[config.mk]
export PLATFORM = sky130hd
export DESIGN_NAME = bus_strobe_gen
export DESIGN_NICKNAME = d
export VERILOG_FILES = /design/src/rtl/bsg_pkg.sv /design/src/rtl/bsg_timing.sv /design/src/rtl/bsg_ale_ctrl.sv /design/src/rtl/bsg_strobe_out.sv /design/src/rtl/bus_strobe_gen.sv
export SDC_FILE = /design/constraint.sdc
export NUM_CORES = 1
export LEC_CHECK = 0
export ABC_AREA = 0
export BUFFER_PORTS_ARGS = -buffer_cell sky130_fd_sc_hd__buf_2
export CORE_AREA = 2 2 39 41
export DETAILED_ROUTE_END_ITERATION = 7
export DIE_AREA = 0 0 41 43
export GPL_TIMING_DRIVEN = 0
export MAX_ROUTING_LAYER = met4
export PLACE_DENSITY = 0.73
export SETUP_SLACK_MARGIN = 0.4
export SLEW_MARGIN = 20
export SYNTH_ARGS = -nofsm -noshare
export SYNTH_HDL_FRONTEND = slang
export SYNTH_SLANG_ARGS = --single-unit
export TNS_END_PERCENT = 1
[constraint.sdc]
create_clock -name clk_osc -period 3.9 [get_ports clk_osc]
set_clock_uncertainty 0.1 [all_clocks]
set_input_delay 0.39 -clock clk_osc [delete_from_list [all_inputs] [get_ports clk_osc]]
set_output_delay 0.39 -clock clk_osc [all_outputs]
set_load 0.05 [all_outputs]
[src/rtl/bsg_pkg.sv]
// Package: shared types and timing constants for the bus strobe generator.
// Assumes two phases per state and an even state count.
package bsg_pkg;

    typedef enum logic [1:0] {
        PM_RUN  = 2'd0,
        PM_IDLE = 2'd1,
        PM_DOWN = 2'd2,
        PM_HALT = 2'd3
    } pwr_mode_e;

    typedef struct packed {
        logic fetch;
        logic data;
    } cyc_flags_t;

endpackage

[src/rtl/bsg_timing.sv]
// Module: bsg_timing
// Counts oscillator ticks within a machine cycle and latches the per-cycle
// fetch and data flags at the edge that enters tick 0. Exposes both the
// current and the next-state values so outputs can be registered in step.
// Assumes: advance is low only while the oscillator is considered stopped.
module bsg_timing #(
    parameter int TICKS = 12,
    parameter int TW    = $clog2(TICKS)
) (
    input  logic                clk,
    input  logic                rst_n,
    input  logic                advance,
    input  logic                ext_fetch,
    input  logic                ext_data,
    output logic [TW-1:0]       tick_q,
    output logic [TW-1:0]       tick_d,
    output bsg_pkg::cyc_flags_t flags_q,
    output bsg_pkg::cyc_flags_t flags_d
);
    localparam logic [TW-1:0] LAST = TW'(TICKS - 1);

    logic boundary;

    // Next tick and next cycle flags.
    always_comb begin
        boundary = advance && (tick_q == LAST);
        if (!advance)
            tick_d = tick_q;
        else if (tick_q == LAST)
            tick_d = '0;
        else
            tick_d = tick_q + 1'b1;
        flags_d = flags_q;
        if (boundary) begin
            flags_d.fetch = ext_fetch;
            flags_d.data  = ext_data;
        end
    end

    // Counter and flag registers.
    always_ff @(posedge clk) begin
        if (!rst_n) begin
            tick_q  <= '0;
            flags_q <= '0;
        end else begin
            tick_q  <= tick_d;
            flags_q <= flags_d;
        end
    end
endmodule

[src/rtl/bsg_ale_ctrl.sv]
// Module: bsg_ale_ctrl
// Holds the software ALE-disable bit, written through a single-bit register
// port decoded at AUX_ADDR. Reset clears the bit.
// Assumes: one write per clock at most.
module bsg_ale_ctrl #(
    parameter int         AW       = 8,
    parameter logic [7:0] AUX_ADDR = 8'h8E
) (
    input  logic          clk,
    input  logic          rst_n,
    input  logic          sfr_we,
    input  logic [AW-1:0] sfr_addr,
    input  logic          sfr_wbit,
    output logic          dis_q,
    output logic          dis_d
);
    localparam logic [AW-1:0] HIT = AW'(AUX_ADDR);

    // Next value of the disable bit.
    always_comb begin
        dis_d = dis_q;
        if (sfr_we && (sfr_addr == HIT))
            dis_d = sfr_wbit;
    end

    // Disable bit register.
    always_ff @(posedge clk) begin
        if (!rst_n)
            dis_q <= 1'b0;
        else
            dis_q <= dis_d;
    end
endmodule

[src/rtl/bsg_strobe_out.sv]
// Module: bsg_strobe_out
// Decodes the next tick, cycle flags, disable bit and power mode into
// registered ALE, PSEN and pullup outputs. Because the decode uses next-state
// values, each output register changes at the same edge as the counter.
// Assumes: N_STATES even, PSEN windows start at the first phase of state
// N_STATES/2 and state N_STATES and last one state each.
module bsg_strobe_out #(
    parameter int N_STATES = 6,
    parameter int N_PHASES = 2,
    parameter int TICKS    = N_STATES * N_PHASES,
    parameter int TW       = $clog2(TICKS)
) (
    input  logic                clk,
    input  logic                rst_n,
    input  logic [TW-1:0]       tick_d,
    input  bsg_pkg::cyc_flags_t flags_d,
    input  logic                dis_d,
    input  logic [1:0]          pwr_mode,
    input  logic                xmem_insn,
    input  logic                emu_mode,
    output logic                ale,
    output logic                psen_n,
    output logic                ale_pullup_en
);
    import bsg_pkg::*;

    localparam int HALF = N_STATES / 2;
    localparam logic [TW-1:0] ALE_A = TW'(N_PHASES - 1);
    localparam logic [TW-1:0] ALE_B = TW'(HALF * N_PHASES + N_PHASES - 1);
    localparam int NWIN = 2;

    logic [NWIN-1:0] win_hit;
    logic            override, suppress, in_ale, in_psen;
    logic            ale_d, psen_n_d, pu_d;
    pwr_mode_e       pm;

    // One comparator pair per PSEN window.
    for (genvar w = 0; w < NWIN; w++) begin : g_win
        localparam int START_STATE = (w == 0) ? (HALF - 1) : (N_STATES - 1);
        localparam logic [TW-1:0] W_LO = TW'(START_STATE * N_PHASES);
        localparam logic [TW-1:0] W_HI = TW'(START_STATE * N_PHASES + N_PHASES - 1);
        assign win_hit[w] = (tick_d >= W_LO) && (tick_d <= W_HI);
    end

    // Next output levels from mode, flags and tick.
    always_comb begin
        pm       = pwr_mode_e'(pwr_mode);
        override = xmem_insn || emu_mode || (pm != PM_RUN);
        suppress = dis_d && !override && !flags_d.fetch;
        in_ale   = ((tick_d == ALE_A) && !flags_d.data) || (tick_d == ALE_B);
        in_psen  = flags_d.fetch && !flags_d.data && (|win_hit);
        case (pm)
            PM_RUN: begin
                ale_d    = in_ale && !suppress;
                psen_n_d = !in_psen;
                pu_d     = suppress;
            end
            PM_IDLE: begin
                ale_d    = 1'b1;
                psen_n_d = 1'b1;
                pu_d     = 1'b0;
            end
            default: begin
                ale_d    = 1'b0;
                psen_n_d = 1'b0;
                pu_d     = 1'b0;
            end
        endcase
    end

    // Output registers.
    always_ff @(posedge clk) begin
        if (!rst_n) begin
            ale           <= 1'b0;
            psen_n        <= 1'b1;
            ale_pullup_en <= 1'b0;
        end else begin
            ale           <= ale_d;
            psen_n        <= psen_n_d;
            ale_pullup_en <= pu_d;
        end
    end
endmodule

[src/rtl/bus_strobe_gen.sv]
// Module: bus_strobe_gen (top)
// External bus strobe generator: tick counter, ALE-disable bit and registered
// strobe decode. Assumes one oscillator period per clock and cycle flags held
// valid by the core at the last tick of the preceding cycle.
module bus_strobe_gen #(
    parameter int         N_STATES = 6,
    parameter int         N_PHASES = 2,
    parameter int         AW       = 8,
    parameter logic [7:0] AUX_ADDR = 8'h8E
) (
    input  logic          clk_osc,
    input  logic          rst_n,
    input  logic [1:0]    pwr_mode,
    input  logic          emu_mode,
    input  logic          xmem_insn,
    input  logic          ext_fetch,
    input  logic          ext_data,
    input  logic          sfr_we,
    input  logic [AW-1:0] sfr_addr,
    input  logic          sfr_wbit,
    output logic          ale,
    output logic          psen_n,
    output logic          ale_pullup_en
);
    import bsg_pkg::*;

    localparam int TICKS = N_STATES * N_PHASES;
    localparam int TW    = $clog2(TICKS);

    logic [TW-1:0] tick_q, tick_d;
    cyc_flags_t    flags_q, flags_d;
    logic          dis_q, dis_d;
    logic          advance;

    // The counter stops only in power-down.
    assign advance = (pwr_mode == PM_RUN) || (pwr_mode == PM_IDLE);

    bsg_timing #(.TICKS(TICKS), .TW(TW)) u_timing (
        .clk(clk_osc), .rst_n(rst_n), .advance(advance),
        .ext_fetch(ext_fetch), .ext_data(ext_data),
        .tick_q(tick_q), .tick_d(tick_d),
        .flags_q(flags_q), .flags_d(flags_d)
    );

    bsg_ale_ctrl #(.AW(AW), .AUX_ADDR(AUX_ADDR)) u_ctrl (
        .clk(clk_osc), .rst_n(rst_n), .sfr_we(sfr_we),
        .sfr_addr(sfr_addr), .sfr_wbit(sfr_wbit),
        .dis_q(dis_q), .dis_d(dis_d)
    );

    bsg_strobe_out #(.N_STATES(N_STATES), .N_PHASES(N_PHASES),
                     .TICKS(TICKS), .TW(TW)) u_out (
        .clk(clk_osc), .rst_n(rst_n), .tick_d(tick_d), .flags_d(flags_d),
        .dis_d(dis_d), .pwr_mode(pwr_mode), .xmem_insn(xmem_insn),
        .emu_mode(emu_mode), .ale(ale), .psen_n(psen_n),
        .ale_pullup_en(ale_pullup_en)
    );
endmodule

# == After elaboration in Yosys (flattened, before gate mapping) ==
# Index checks and enable logic that the tools add are counted.
# word_totals
input_bits,18
latch_bits,0
mem_count,0
word_cells,46
mem_bits_ro,0
out_inout_bits,3
mem_bits_rw,0
ff_bits,10
# classes
n_reduce_logical,23
bitwise_logic,0
mux,6
eq_ne,5
addsub,1
mul,0
magnitude_cmp,4
shift,0
div_mod_pow,0
# ops
operator,n
$logic_and A1 B1 Y1,10
$eq A8 B8 Y1 const B,1
$mux W4,2
$logic_not A1 Y1,5
$add A4 B1 Y4 const B,1
$eq A4 B1 Y1 const B,1
$eq A4 B3 Y1 const B,1
$eq A4 B4 Y1 const B,1
$ge A4 B3 Y1 const B,1
$ge A4 B4 Y1 const B,1
$le A4 B3 Y1 const B,1
$le A4 B4 Y1 const B,1
$logic_or A1 B1 Y1,4
$pmux W1 S2,2
$eq A2 B1 Y1 const B,1
$logic_not A2 Y1,1
$mux W2,1
$reduce_and A2 Y1,1
$reduce_bool A2 Y1,1
$reduce_or A2 Y1,1
$mux W1,1

# == Logic depth before layout (Yosys ltp) ==
# logic_depth
depth_word,9
depth_mapped,5
mapped_depth_nobuf,5

# == Cells and area by module ==
# A second synthesis with hierarchy kept.
# unflattened
hier_cells,56
area_unflattened_um2,546.8
# by_module_without_submodules
mod,seq_area_each_um2,area_each_um2,cells_per_inst,n_inst
bsg_timing,120.1,300.3,30,1
bsg_strobe_out,60.1,157.7,17,1
bsg_ale_ctrl,20.0,85.1,8,1
bus_strobe_gen,0.0,3.8,1,1

# == Worst setup path after synthesis ==
# No wires, ideal clock.
# synth_timing
path_type,reg2reg
from,register u_timing.tick_q[0]
to,register u_out.ale
path_slack_ns,2.178
synth_period_minus_slack_ns,1.722
setup_ns,0.103
t_arrival_ns,1.519
path_buffers,0
t_required_ns,3.697
path_stages_with_launch,6
cell_sequence,dfxtp_1 ha_1 and4bb_4 mux2i_1 nand4_1 a2111oi_2
# synth_via
elab_chain_cells,8
word_cells_on_any_way,16
classes_between,add/sub (1); eq/ne (3); mux (4); reduce/logical (8)
# synth_lines
element,line,rtl
"start, declared",bsg_timing.sv:15,"output logic [TW-1:0] tick_q,"
"start signal, assigned",bsg_timing.sv:46,tick_q <= tick_d;
$add A4 B1 Y4 or $eq A4 B4 Y1 (tied branches),"bsg_timing.sv:32, bsg_timing.sv:26, bsg_timing.sv:29",
$mux W4 or $logic_and A1 B1 Y1 (tied branches),"bsg_timing.sv:29, bsg_timing.sv:26",
$mux W4 or $mux W2 (tied branches),"bsg_timing.sv:27, bsg_timing.sv:34",
$eq A4 B1 Y1 (tied with other cells),bsg_strobe_out.sv:50,in_ale = ((tick_d == ALE_A) && !flags_d.data) || (tick_d == ALE_B);
"$logic_and A1 B1 Y1, on equally long branches","bsg_strobe_out.sv:50, bsg_strobe_out.sv:49",
$logic_or A1 B1 Y1 or $logic_not A1 Y1 (tied branches),"bsg_strobe_out.sv:50, bsg_strobe_out.sv:54",
$logic_and A1 B1 Y1 *,bsg_strobe_out.sv:54,ale_d = in_ale && !suppress;
$pmux W1 S2 *,bsg_strobe_out.sv:52,case (pm)
"end signal, assigned",bsg_strobe_out.sv:78,ale <= ale_d;
"end, declared",bsg_strobe_out.sv:21,"output logic ale,"
# Every way passes the cells marked *; elsewhere a longest branch is shown, timed or not.
# A chain may end at the register's enable or synchronous reset.

# == Final worst setup path ==
# Ends and elaborated chain as after synthesis.

==> impl_results.md <==
* Clock transition at the registers of the reported paths at 0.08 ns
* Worst VDD drop at 219 uV
* Top cell type's share of synthesized area at 33.2%
* Slew Limit Fails at 0
* CP startpoint: u_timing.tick_q[0]
* CP max FO at 7
* Post-DR vias/cell at 5.41
* Final instance area at 759 um^2
* CTS Hold Bufs at 0
* Max-cap viol count at 0
* PortBufs at 20
* Pre-CTS worst setup slack at 1.97 ns
* First-pass GRT wire length at 1.98 mm
* Row cnt at 14
* R2R Path Start: u_timing.tick_q[0]
* Top Ports at 21
* R2r setup slk at between 1.5 and 2 ns
* Setup ws final at 1.95 ns
* Die area at about 1800 um^2
* Top-count cell post-synth: dfxtp_1
* N_diodes at 0
* Leakage at 0.320 nW
* Hpwl dp at 1.00 mm
* R2R depth at 5
* Final hold violation count at 0
* Hold slack final at roughly 0.25 ns
* Crit path capture type: flip-flop
* Clock H-tree levels at 1
* Rel. slew slack at 73.8%
* Syn Area/Cell at 9.42 um^2
* Chip Height at 43 um
* GPL Wtd Cong at between 0.8 and 0.9
* Post-Syn Area at 603 um^2
* Initial Util at about 44%
* Crit Path Category: flip-flop to flip-flop
* Fin crit share at approximately 50%
* Ys async rst share at 0%
* Fmax achieved at about 510 MHz
* Remaining DRCs at 0
* Share of cells above drive strength 1 at 37.5%
* Cell Area, Placed at between 700 and 800 um^2
* RSZ-0062 raised after global routing: false
* Fin crit period at 1.95 ns
* Endpoints failing setup at 0
* Grt total ovfl at 0
* Critical path required time at roughly 4 ns
* CTS Root Cell: clkbuf_4
* Yosys warning count at 0
* Status: complete, no violations
* Worst-Margin Slew at 0.387 ns
* Drt total wl at 1.28 mm
* 1st-pass router iterations at 2
* Detailed Route Iter0 Violations at 4
* Post-DRT Antenna Nets at 0
* Fin nets at 108
* Cts bufs inserted at 3
* Core ar. at 1380 um^2
* CP arrival at about 2 ns
* Initial antenna violation count at 0
* Register bit total from synthesis at 10
* CTS sink cnt at 10
* Setup TNS at 0 ns
* Seq/Total Area, Yosys at 33.2%
* Vias after detailed routing at about 560
* Cells after Synth at 64
* Post-Syn Nets at 83
* Avg WL per Cell at ~12 um
* CTS tree: yes
* Die width at 41 um
* Worst Hold Class: input pin to flip-flop
* Top cells by count, synth: dfxtp_1, nor2_1, a21oi_1
* Top FF cell, synth: dfxtp_1
* P per Cell Area at 319 nW/um^2
* Number of global-route vias before repair at 525
* Total power at 0.242 mW
* Synth-to-layout area growth at 25.9%
* Post_cts resized at 0
* Worst setup endpoint: u_out.ale
* Largest net degree at the start of global routing at 11
* Gr usage total at 16.8%
* Clock latency reported for the late side of the worst-skew pair at 0.27 ns
* Worst r2r dst: u_out.ale
* CP Launch Type: flip-flop
* Synth top area cells: dfxtp_1, mux2i_1, mux2_4
* Clk buf depth at 2
* Postcts setup bufs at 0
* Largest area contributor in the synthesized netlist: dfxtp_1
* EDFF count, synth at 0
* Cell variety after synth at 34
final cells by class:
class	count	area [um^2]
tap	16	20.0
timing repair buffer	20	100
inverter	3	11.3
multi-input combinational	49	373
fill	138	624
clock buffer	4	36.3
buffer	2	18.8
sequential	10	200
worst min-delay path by stage:
stage,start,end,slack [ns],cells after the start
after floorplan,u_timing.flags_q[0],u_timing.flags_q[0],0.37,2
after global placement,u_timing.flags_q[0],u_timing.flags_q[0],0.40,2
after detailed placement,u_timing.flags_q[0],u_timing.flags_q[0],0.42,2
after CTS,rst_n,u_out.psen_n,0.25,2
after global routing,rst_n,u_out.psen_n,0.25,2
final,rst_n,u_out.psen_n,0.25,2
state kept, by name, summed over array words and instances (netlist names):
name	count
u_ctrl.dis_q	1
u_out.psen_n	1
u_timing.tick_q	4
u_out.ale_pullup_en	1
u_out.ale	1
u_timing.flags_q	2
placed cells by master (no fill, tap or decap), types with 2 or more instances in the layout:
cell and n:
o21ai_0 2, nand4_1 2, clkbuf_4 3, and3b_1 2, mux2i_1 3, inv_1 3, buf_2 20, nor2_1 8
and2_1 2, nand2_1 3, dfxtp_1 10, mux2_4 2, a21oi_1 4
critical path, stage by stage, from the launching register on:
cell and delay (ns):
dfxtp_1 0.43, ha_1 0.31, nor2b_4 0.20, mux2i_1 0.32, nand4_1 0.17, a2111oi_2 0.30
logic make-up after synthesis:
logic type | count (synthesis) | synth area share (%)
AOI/OAI and AO/OA | 16 | 21.2
DFF | 10 | 33.2
muxes | 5 | 9.96
buffers and inverters | 5 | 4.98
adders and majority gates | 1 | 2.07
and+or+nand+nor | 27 | 28.6
power by group:
part / leakage [nW] / switching [mW] / internal, mW
combinational: 0.218 / 0.0199 / 0.0178
clock: 0.0210 / 0.0400 / 0.0566
sequential: 0.0815 / 0.00270 / 0.105
total: 0.320 / 0.0626 / 0.179
through the flow:
step           utilization [%]  instances
2_1_floorplan                -         64
3_3_place_gp              52.3        100
5_1_grt                   54.9        104
4_1_cts                   54.9        104
3_5_place_dp              52.3        100
6_report                  54.9        104
per-layer routing:
metal | global-route usage (%) | routed length, um
met1 | 16.3 | 541
met2 | 29.4 | 640
met3 | 4.71 | 95
met4 | 6.00 | 5
met5 | - | 0
(Power assumes the default switching activity.)
